[src/rtl/fw_pkg.sv]
package fw_pkg;

  localparam int RULE_IDX_W = 5;

  typedef enum logic [2:0] {
    REG_CMD  = 3'd0,
    REG_WIN  = 3'd1,
    REG_ID   = 3'd2,
    REG_ATTR = 3'd3,
    REG_DFLT = 3'd4
  } reg_sel_e;

  typedef struct packed {
    logic                  wrWin;
    logic                  wrId;
    logic                  wrAttr;
    logic                  store;
    logic                  load;
    logic [RULE_IDX_W-1:0] idx;
  } ctrl_stb_t;

endpackage

[src/rtl/fw_ctrl.sv]
module fw_ctrl
  import fw_pkg::*;
#(
  parameter int NUM_RULES = 20,
  parameter int NUM_PORTS = 10
) (
  input  logic                  clk,
  input  logic                  rstN,
  input  logic                  busWe,
  input  logic [2:0]            busSel,
  input  logic [31:0]           busWdata,
  output ctrl_stb_t             stb,
  output logic [RULE_IDX_W-1:0] cmdIdx,
  output logic [NUM_PORTS-1:0]  dfltMask
);

  localparam logic [RULE_IDX_W-1:0] LAST_IDX = RULE_IDX_W'(NUM_RULES - 1);
  localparam int STORE_BIT = RULE_IDX_W;
  localparam int LOAD_BIT  = RULE_IDX_W + 1;

  reg_sel_e sel;
  logic     idxOk;
  logic     cmdWr;

  always_comb begin
    sel   = reg_sel_e'(busSel);
    idxOk = busWdata[RULE_IDX_W-1:0] <= LAST_IDX;
    cmdWr = busWe && (sel == REG_CMD);

    stb.wrWin  = busWe && (sel == REG_WIN);
    stb.wrId   = busWe && (sel == REG_ID);
    stb.wrAttr = busWe && (sel == REG_ATTR);
    stb.store  = cmdWr && busWdata[STORE_BIT] && idxOk;
    stb.load   = cmdWr && busWdata[LOAD_BIT] && !busWdata[STORE_BIT] && idxOk;
    stb.idx    = busWdata[RULE_IDX_W-1:0];
  end

  always_ff @(posedge clk) begin
    if (!rstN) begin
      cmdIdx   <= '0;
      dfltMask <= '0;
    end else begin
      if (cmdWr) cmdIdx <= busWdata[RULE_IDX_W-1:0];
      if (busWe && (sel == REG_DFLT)) dfltMask <= busWdata[NUM_PORTS-1:0];
    end
  end

endmodule

[src/rtl/fw_datapath.sv]
module fw_datapath
  import fw_pkg::*;
#(
  parameter int NUM_RULES = 20,
  parameter int NUM_PORTS = 10,
  parameter int ADDR_W    = 32,
  parameter int BOUND_W   = 12,
  parameter int ID_W      = 12,
  parameter int PORT_W    = 4
) (
  input  logic                  clk,
  input  logic                  rstN,
  input  ctrl_stb_t             stb,
  input  logic [31:0]           busWdata,
  input  logic [NUM_PORTS-1:0]  dfltMask,
  input  logic                  txnValid,
  input  logic [ADDR_W-1:0]     txnAddr,
  input  logic [PORT_W-1:0]     txnPort,
  input  logic [ID_W-1:0]       txnId,
  input  logic                  txnSecure,
  output logic [2*BOUND_W-1:0]  stgWin,
  output logic [2*ID_W-1:0]     stgId,
  output logic [NUM_PORTS+3:0]  stgAttr,
  output logic                  verdictValid,
  output logic                  verdictReject
);

  localparam int WIN_W    = 2 * BOUND_W;
  localparam int IDR_W    = 2 * ID_W;
  localparam int ATTR_W   = NUM_PORTS + 4;
  localparam int VAL_BIT  = 2;
  localparam int MASK_LSB = 3;
  localparam int RES_BIT  = MASK_LSB + NUM_PORTS;

  logic [WIN_W-1:0]  ruleWin  [NUM_RULES];
  logic [IDR_W-1:0]  ruleId   [NUM_RULES];
  logic [ATTR_W-1:0] ruleAttr [NUM_RULES];
  logic [NUM_RULES-1:0] hit;

  logic [BOUND_W-1:0]   txnMb;
  logic                 portOk;
  logic [NUM_PORTS-1:0] portHot;

  assign txnMb   = txnAddr[ADDR_W-1 -: BOUND_W];
  assign portOk  = txnPort < PORT_W'(NUM_PORTS);
  assign portHot = portOk ? (NUM_PORTS'(1) << txnPort) : '0;

  // staging registers: bus writes or load from the table
  always_ff @(posedge clk) begin
    if (!rstN) begin
      stgWin  <= '0;
      stgId   <= '0;
      stgAttr <= '0;
    end else if (stb.load) begin
      stgWin  <= ruleWin[stb.idx];
      stgId   <= ruleId[stb.idx];
      stgAttr <= ruleAttr[stb.idx];
    end else begin
      if (stb.wrWin)  stgWin  <= busWdata[WIN_W-1:0];
      if (stb.wrId)   stgId   <= busWdata[IDR_W-1:0];
      if (stb.wrAttr) stgAttr <= busWdata[ATTR_W-1:0];
    end
  end

  genvar r;
  generate
    for (r = 0; r < NUM_RULES; r++) begin : g_rule
      logic winHit, idHit, portHit, secHit;

      always_ff @(posedge clk) begin
        if (!rstN) begin
          ruleWin[r]  <= '0;
          ruleId[r]   <= '0;
          ruleAttr[r] <= '0;
        end else if (stb.store && (stb.idx == RULE_IDX_W'(r))) begin
          ruleWin[r]  <= stgWin;
          ruleId[r]   <= stgId;
          ruleAttr[r] <= stgAttr;
        end
      end

      always_comb begin
        winHit  = (txnMb >= ruleWin[r][BOUND_W-1:0]) &&
                  (txnMb <= ruleWin[r][WIN_W-1:BOUND_W]);
        idHit   = (txnId >= ruleId[r][ID_W-1:0]) &&
                  (txnId <= ruleId[r][IDR_W-1:ID_W]);
        portHit = |(ruleAttr[r][MASK_LSB +: NUM_PORTS] & portHot);
        secHit  = txnSecure ? ruleAttr[r][0] : ruleAttr[r][1];
        hit[r]  = ruleAttr[r][VAL_BIT] && winHit && idHit && portHit && secHit;
      end
    end
  endgenerate

  logic anyHit, hitResult, decision;

  always_comb begin
    anyHit    = 1'b0;
    hitResult = 1'b0;
    for (int i = NUM_RULES - 1; i >= 0; i--) begin
      if (hit[i]) begin
        anyHit    = 1'b1;
        hitResult = ruleAttr[i][RES_BIT];
      end
    end
    if (anyHit) decision = hitResult;
    else        decision = !portOk || (|(dfltMask & portHot));
  end

  always_ff @(posedge clk) begin
    if (!rstN) begin
      verdictValid  <= 1'b0;
      verdictReject <= 1'b0;
    end else begin
      verdictValid  <= txnValid;
      verdictReject <= txnValid && decision;
    end
  end

endmodule

[src/rtl/prot_firewall.sv]
module prot_firewall
  import fw_pkg::*;
#(
  parameter int NUM_RULES = 20,
  parameter int NUM_PORTS = 10,
  parameter int ADDR_W    = 32,
  parameter int BOUND_W   = 12,
  parameter int ID_W      = 12,
  parameter int PORT_W    = 4
) (
  input  logic              clk,
  input  logic              rstN,
  input  logic              busWe,
  input  logic [2:0]        busSel,
  input  logic [31:0]       busWdata,
  output logic [31:0]       busRdata,
  input  logic              txnValid,
  input  logic [ADDR_W-1:0] txnAddr,
  input  logic [PORT_W-1:0] txnPort,
  input  logic [ID_W-1:0]   txnId,
  input  logic              txnSecure,
  output logic              verdictValid,
  output logic              verdictReject
);

  ctrl_stb_t                stb;
  logic [RULE_IDX_W-1:0]    cmdIdx;
  logic [NUM_PORTS-1:0]     dfltMask;
  logic [2*BOUND_W-1:0]     stgWin;
  logic [2*ID_W-1:0]        stgId;
  logic [NUM_PORTS+3:0]     stgAttr;

  fw_ctrl #(.NUM_RULES(NUM_RULES), .NUM_PORTS(NUM_PORTS)) i_ctrl (
    .clk(clk), .rstN(rstN), .busWe(busWe), .busSel(busSel),
    .busWdata(busWdata), .stb(stb), .cmdIdx(cmdIdx), .dfltMask(dfltMask)
  );

  fw_datapath #(
    .NUM_RULES(NUM_RULES), .NUM_PORTS(NUM_PORTS), .ADDR_W(ADDR_W),
    .BOUND_W(BOUND_W), .ID_W(ID_W), .PORT_W(PORT_W)
  ) i_dp (
    .clk(clk), .rstN(rstN), .stb(stb), .busWdata(busWdata),
    .dfltMask(dfltMask), .txnValid(txnValid), .txnAddr(txnAddr),
    .txnPort(txnPort), .txnId(txnId), .txnSecure(txnSecure),
    .stgWin(stgWin), .stgId(stgId), .stgAttr(stgAttr),
    .verdictValid(verdictValid), .verdictReject(verdictReject)
  );

  always_comb begin
    case (reg_sel_e'(busSel))
      REG_CMD:  busRdata = 32'(cmdIdx);
      REG_WIN:  busRdata = 32'(stgWin);
      REG_ID:   busRdata = 32'(stgId);
      REG_ATTR: busRdata = 32'(stgAttr);
      REG_DFLT: busRdata = 32'(dfltMask);
      default:  busRdata = '0;
    endcase
  end

endmodule

[config.mk]
export PLATFORM = sky130hd
export DESIGN_NAME = prot_firewall
export DESIGN_NICKNAME = d
export VERILOG_FILES = /design/src/rtl/fw_pkg.sv /design/src/rtl/fw_ctrl.sv /design/src/rtl/fw_datapath.sv /design/src/rtl/prot_firewall.sv
export SDC_FILE = /design/constraint.sdc
export NUM_CORES = 2
export LEC_CHECK = 0
export ABC_CLOCK_PERIOD_IN_PS = 18400
export BUFFER_PORTS_ARGS = -buffer_cell sky130_fd_sc_hd__buf_2
export CORE_MARGIN = 5
export CORE_UTILIZATION = 55
export DETAILED_ROUTE_END_ITERATION = 8
export GPL_TIMING_DRIVEN = 0
export PLACE_DENSITY = 0.71
export SYNTH_ARGS = -nofsm -noshare
export SYNTH_HDL_FRONTEND = slang
export SYNTH_SLANG_ARGS = --single-unit
[constraint.sdc]
create_clock -name clk -period 18.4 [get_ports clk]
set_input_delay 0.92 -clock clk [delete_from_list [all_inputs] [get_ports clk]]
set_output_delay 0.92 -clock clk [all_outputs]
set_load 0.005 [all_outputs]
-- Word level (Yosys, flattened, before mapping)
Memory sizes are Yosys's and may differ from the RTL's.
Index checks and enable logic that the tools add are counted.
Widths: inputs -> output; s select.
- $lt $le $gt $ge: 82
- equal/unequal tests: 23
- shift operators: 1
- mux-type cells: 190
- bitwise logic cells: 81
- reduce and logical (&&, ||, !) cells: 180
- operators with widths (operator ; number):
    $mux 24 ; 44
    $ge 12x12->1 ; 40
    $le 12x12->1 ; 40
    $mux 14 ; 22
    $and 10x10->10 ; 21
    $reduce_or 10->1 ; 21
    $logic_and 1x1->1 ; 151
    $mux 1 ; 122
    $pmux 24 s5 ; 1
    $or 1x1->1 ; 60
    $eq 5x4->1 const B ; 8
    $eq 5x3->1 const B ; 4
    $eq 5x5->1 const B ; 4
    $eq 5x2->1 const B ; 2
    $mux 10 ; 1
    $shl 1x4->10 const A ; 1
    $eq 3x2->1 const B ; 2
    $reduce_bool 2->1 ; 3
    $eq 5x1->1 const B ; 1
    $le 5x5->1 const B ; 1
    $logic_not 5->1 ; 1
    $lt 4x4->1 const B ; 1
    $eq 3x1->1 const B ; 1
    $eq 3x3->1 const B ; 1
    other kinds (3) ; 4
- bits in registers: 79
- RAM bits: 1240
- output and inout port bits: 34
- logic and storage cells: 567
- memories: 3
- memories (name ; depth ; width ; read ports ; clocked after memory_dff ; write ports ; RTL line ; text):
    i_dp.ruleId ; 20 ; 24 ; 21 ; 0 ; 20 ; fw_datapath.sv:36 ; logic [IDR_W-1:0] ruleId [NUM_RULES];
    i_dp.ruleWin ; 20 ; 24 ; 21 ; 0 ; 20 ; fw_datapath.sv:35 ; logic [WIN_W-1:0] ruleWin [NUM_RULES];
    i_dp.ruleAttr ; 20 ; 14 ; 21 ; 0 ; 20 ; fw_datapath.sv:37 ; logic [ATTR_W-1:0] ruleAttr [NUM_RULES];

-- Longest topological paths before layout
An unclocked memory read counts as a cell.
- depth after elaboration: 29
- mapped depth: 14
- mapped depth without buffers: 13

-- Cells and area by module
A second synthesis with hierarchy kept.
- cell total of the unflattened synthesis: 7265
- area total of the unflattened synthesis: 85652.1 um^2
- by module, submodules not included (module ; times used ; cells an instance ; area an instance (um^2) ; seq. area each (um^2)):
    fw_datapath ; 1 ; 7100 ; 84300.9 ; 38516.9
    fw_ctrl ; 1 ; 74 ; 688.2 ; 300.3
    prot_firewall ; 1 ; 91 ; 663.1 ; 0.0

-- Worst setup path after synthesis
No wires, ideal clock.
- kind: input-to-reg
- from: input busWdata[0]
- to: memory i_dp.ruleAttr[15][0] in the netlist's numbering (enable)
- library setup time: 0.568 ns
- arrival: 6.979 ns
- required time: 17.832 ns
- slack: 10.854 ns
- cell stages on the path: 7
- path buffers: 5
- path through: clkbuf_1 -> buf_2 -> buf_1 -> clkbuf_1 -> buf_2 -> nand3_1 -> o21ai_0
- RTL lines (element ; RTL line ; text):
    start: declaration ; prot_firewall.sv:15 ; input logic [31:0] busWdata,
    end: declaration ; fw_datapath.sv:37 ;

==> summary.md <==
| Metric | Value |
|---|---|
| Outcome | `complete, but fails checks` |
| Failing checks | `capacitance limit, slew limit` |
| Relative slew slack | `-15.01%` |
| # IOs | `122` |
| CP startpoint kind | `input pin` |
| DP Cell Count | `9545` |
| Crit path DAT | `8.41 ns` |
| DR vias/cell | `6.753` |
| Design area | `95600 µm²` |
| Final WS setup | `10.65 ns` |
| Wire per inst | `36.06 µm` |
| Ranking of synthesized cells by area | `edfxtp_1 44%, ha_1 14%, mux4_2 9.9%` |
| Leak | `38.59 nW` |
| Max-slew violation count | `436` |
| WHS | `0.4109 ns` |
| Placed instance area | `90770 µm²` |
| Setup bufs post-CTS | `0` |
| Avg Cell Area, Syn | `11.65 µm²` |
| Largest net degree at the start of global routing | `41` |
| Gr usage total | `42.95%` |
| DIE AREA | `162900 µm²` |
| Pre-CTS WS | `10.78 ns` |
| Share of synthesized flip-flops with an asynchronous set or reset | `0%` |
| Core area | `154000 µm²` |
| # DRC | `0` |
| First-pass DRT Iterations | `8` |
| Pwr/cell area | `79.25 nW/µm²` |
| Setup TNS | `0 ns` |
| Comb power frac | `15.0%` |
| # resized after CTS | `0` |
| Clk_lat worst skew | `0.84 ns` |
| HPWL after DPL | `272800 µm` |
| H-tree levels | `4` |
| Worst setup path class | `input pin to flop` |
| Initial Utilization | `55.31%` |
| Initial antenna violation count | `32` |
| Share of the synthesized area in the top cell type | `43.70%` |
| Standard-cell rows | `144` |
| Sequential Power Share | `45.5%` |
| RR Startpoint | `i_dp.ruleWin[12][5]` |
| Vias in the first global route | `63783` |
| Root Buffer | `clkbuf_16` |
| Minimum clock period | `7.752 ns` |
| DRT iter0 DRCs | `10618` |
| I/O Buffers | `79` |
| Cts-stage hold buffer count | `0` |
| RD Place Congestion | `1.050` |
| Fin. Hold Viols | `0` |
| Die X-Extent | `403.6 µm` |
| Clock transition at the registers of the reported paths | `0.06 ns` |
| Hold wc startpoint | `busWdata[9]` |
| Unrepaired setup endpoints after global routing | `false` |
| First-pass GRT wire length | `486700 µm` |
| Total grt overflow | `0` |
| Setup crit start | `busWdata[1]` |
| Max VDD drop | `0.00007423 V` |
| TritonCTS Sinks | `1319` |
| Number of synthesized flops with an enable pin | `1240` |
| WP data required | `19.06 ns` |
| Tcrit/Tclk final | `42.13%` |
| Final cell count without fillers | `9858` |
| Top_reg_cell synth | `edfxtp_1` |
| Die height | `403.6 µm` |
| Yosys reg bits | `1319` |
| Cells after Synth | `7312` |
| Area leader, netlist | `edfxtp_1` |
| Endpoints failing setup | `0` |
| Layout cell share with drive strength beyond 1 | `11.77%` |
| Psw | `0.002130 W` |
| CTS Buf Count | `152` |
| Maximum clock rate | `129.0 MHz` |
| Worst Setup End Kind | `flop` |
| Area grow syn2layout | `12.20%` |
| Most instantiated library cell after synthesis | `and2_1` |
| Post-synthesis sequential area ratio | `45.56%` |
| P_int | `0.005447 W` |
| Crit path max fanout | `11` |
| Library cells used by synthesis | `74` |
| CTS tree | `yes` |
| Switching share of power | `28.11%` |
| Layout Nets | `8705` |
| Syn. warnings | `0` |
| Clock Tree Buf Depth | `3` |
| Clock Power Share | `39.5%` |
| Synth top cells by count | `1248 x and2_1, 1240 x edfxtp_1, 960 x ha_1, 917 x inv_1, 374 x mux4_2` |
| Vias | `66575` |
| Worst hold path class | `input pin to flop` |
| Final ANT Viol Nets | `0` |
| Mapped Area | `85210 µm²` |
| Max-cap violations | `15` |
| Worst-Margin Slew | `1.719 ns` |
| DRT Wirelength | `355500 µm` |
| R2R Setup Slk | `13.16 ns` |
| Final Skew | `0.03948 ns` |
-- power by group through the flow --
stage                     sequential (W)  clock (W)  combinational (W)
final                            0.00345    0.00299            0.00114
after global routing             0.00345    0.00309            0.00118
after CTS                        0.00344    0.00297            0.00109
after detailed placement         0.00351          0            0.00108
after global placement           0.00355          0           0.000988
after floorplan                  0.00349          0           0.000574
-- routing by layer --
metal	GRT usage, %	vias up	wire, µm
met2	62.14	5074	148200
met1	52.67	32869	123500
met3	17.15	1274	52690
li1	-	27342	-
met4	29.81	16	31040
met5	0	-	98
-- kinds of logic after synthesis --
| kind of cell | share of synthesized area, % |
|---|---|
| AOI/OAI and AO/OA | 8.767 |
| and+or+nand+nor | 14.07 |
| muxes | 11.50 |
| adders and majority gates | 14.10 |
| other | 0.004401 |
| DFF | 45.56 |
| buffers and inverters | 6.010 |
-- flip-flops by register name (all words and copies together), names as in the netlist --
name / flops
i_dp.ruleId: 480
i_dp.ruleWin: 480
i_dp.ruleAttr: 280
i_dp.stgId: 24
i_dp.stgWin: 24
i_dp.stgAttr: 14
i_ctrl.dfltMask: 10
i_ctrl.cmdIdx: 5
i_dp.verdictReject: 1
i_dp.verdictValid: 1
-- through the flow --
stage	utilization, %	power (W)
floorplan	-	0.004064
global placement	57.25	0.004541
detailed placement	58.92	0.004585
CTS	61.97	0.007495
global route	62.00	0.007721
finish	62.06	0.007577
-- area by class of cell --
cell class,count,area (µm²)
Clock buffer,205,4172
Inverter,917,3442
Timing Repair Buffer,184,2688
Multi-Input combinational cell,4657,41600
Buffer,426,1708
Sequential cell,1319,38820
Fill cell,12114,58450
Tap cell,2044,2557
Clock inverter,69,526.8
Antenna cell,37,92.59
-- final timing paths --
check,endpoint,cells after the start
worst max register to register,i_dp.verdictReject,11
worst min register to register,i_ctrl.cmdIdx[2],2
worst max-delay path,i_dp.ruleId[14][23],9
worst min-delay path,i_ctrl.dfltMask[9],3
-- worst max-delay path: stages --
cell      delay, ns
clkbuf_1       0.78
clkbuf_1       0.77
clkbuf_1       1.21
buf_1          1.16
nand3b_1       0.93
nor2_2         0.89
buf_8          0.25
clkbuf_1       1.14
and2_1         0.27
-- cells in the final DEF (no fill, tap or decap), types with 18 or more instances in the layout --
master,n
nand2_1,141
a21boi_0,23
ha_1,960
buf_2,108
a2111oi_0,32
diode_2,37
o211ai_1,63
edfxtp_1,1240
clkbuf_16,160
nand4_1,123
o22ai_1,28
nand3_1,75
buf_16,52
dfxtp_1,79
o21ai_4,19
and3_1,25
a31oi_1,18
a211oi_1,114
buf_1,28
clkinv_2,20
clkinv_1,26
o2111ai_1,21
nor2b_1,121
nor3_1,46
clkbuf_1,387
a21oi_1,327
and2_1,1248
a21o_1,113
mux4_2,374
nand2b_1,49
a22oi_1,55
a221oi_1,24
o21ai_0,157
mux2i_1,89
buf_12,26
o21a_1,41
nor2_1,134
mux2_2,43
inv_1,915
(Power assumes the default switching activity.)
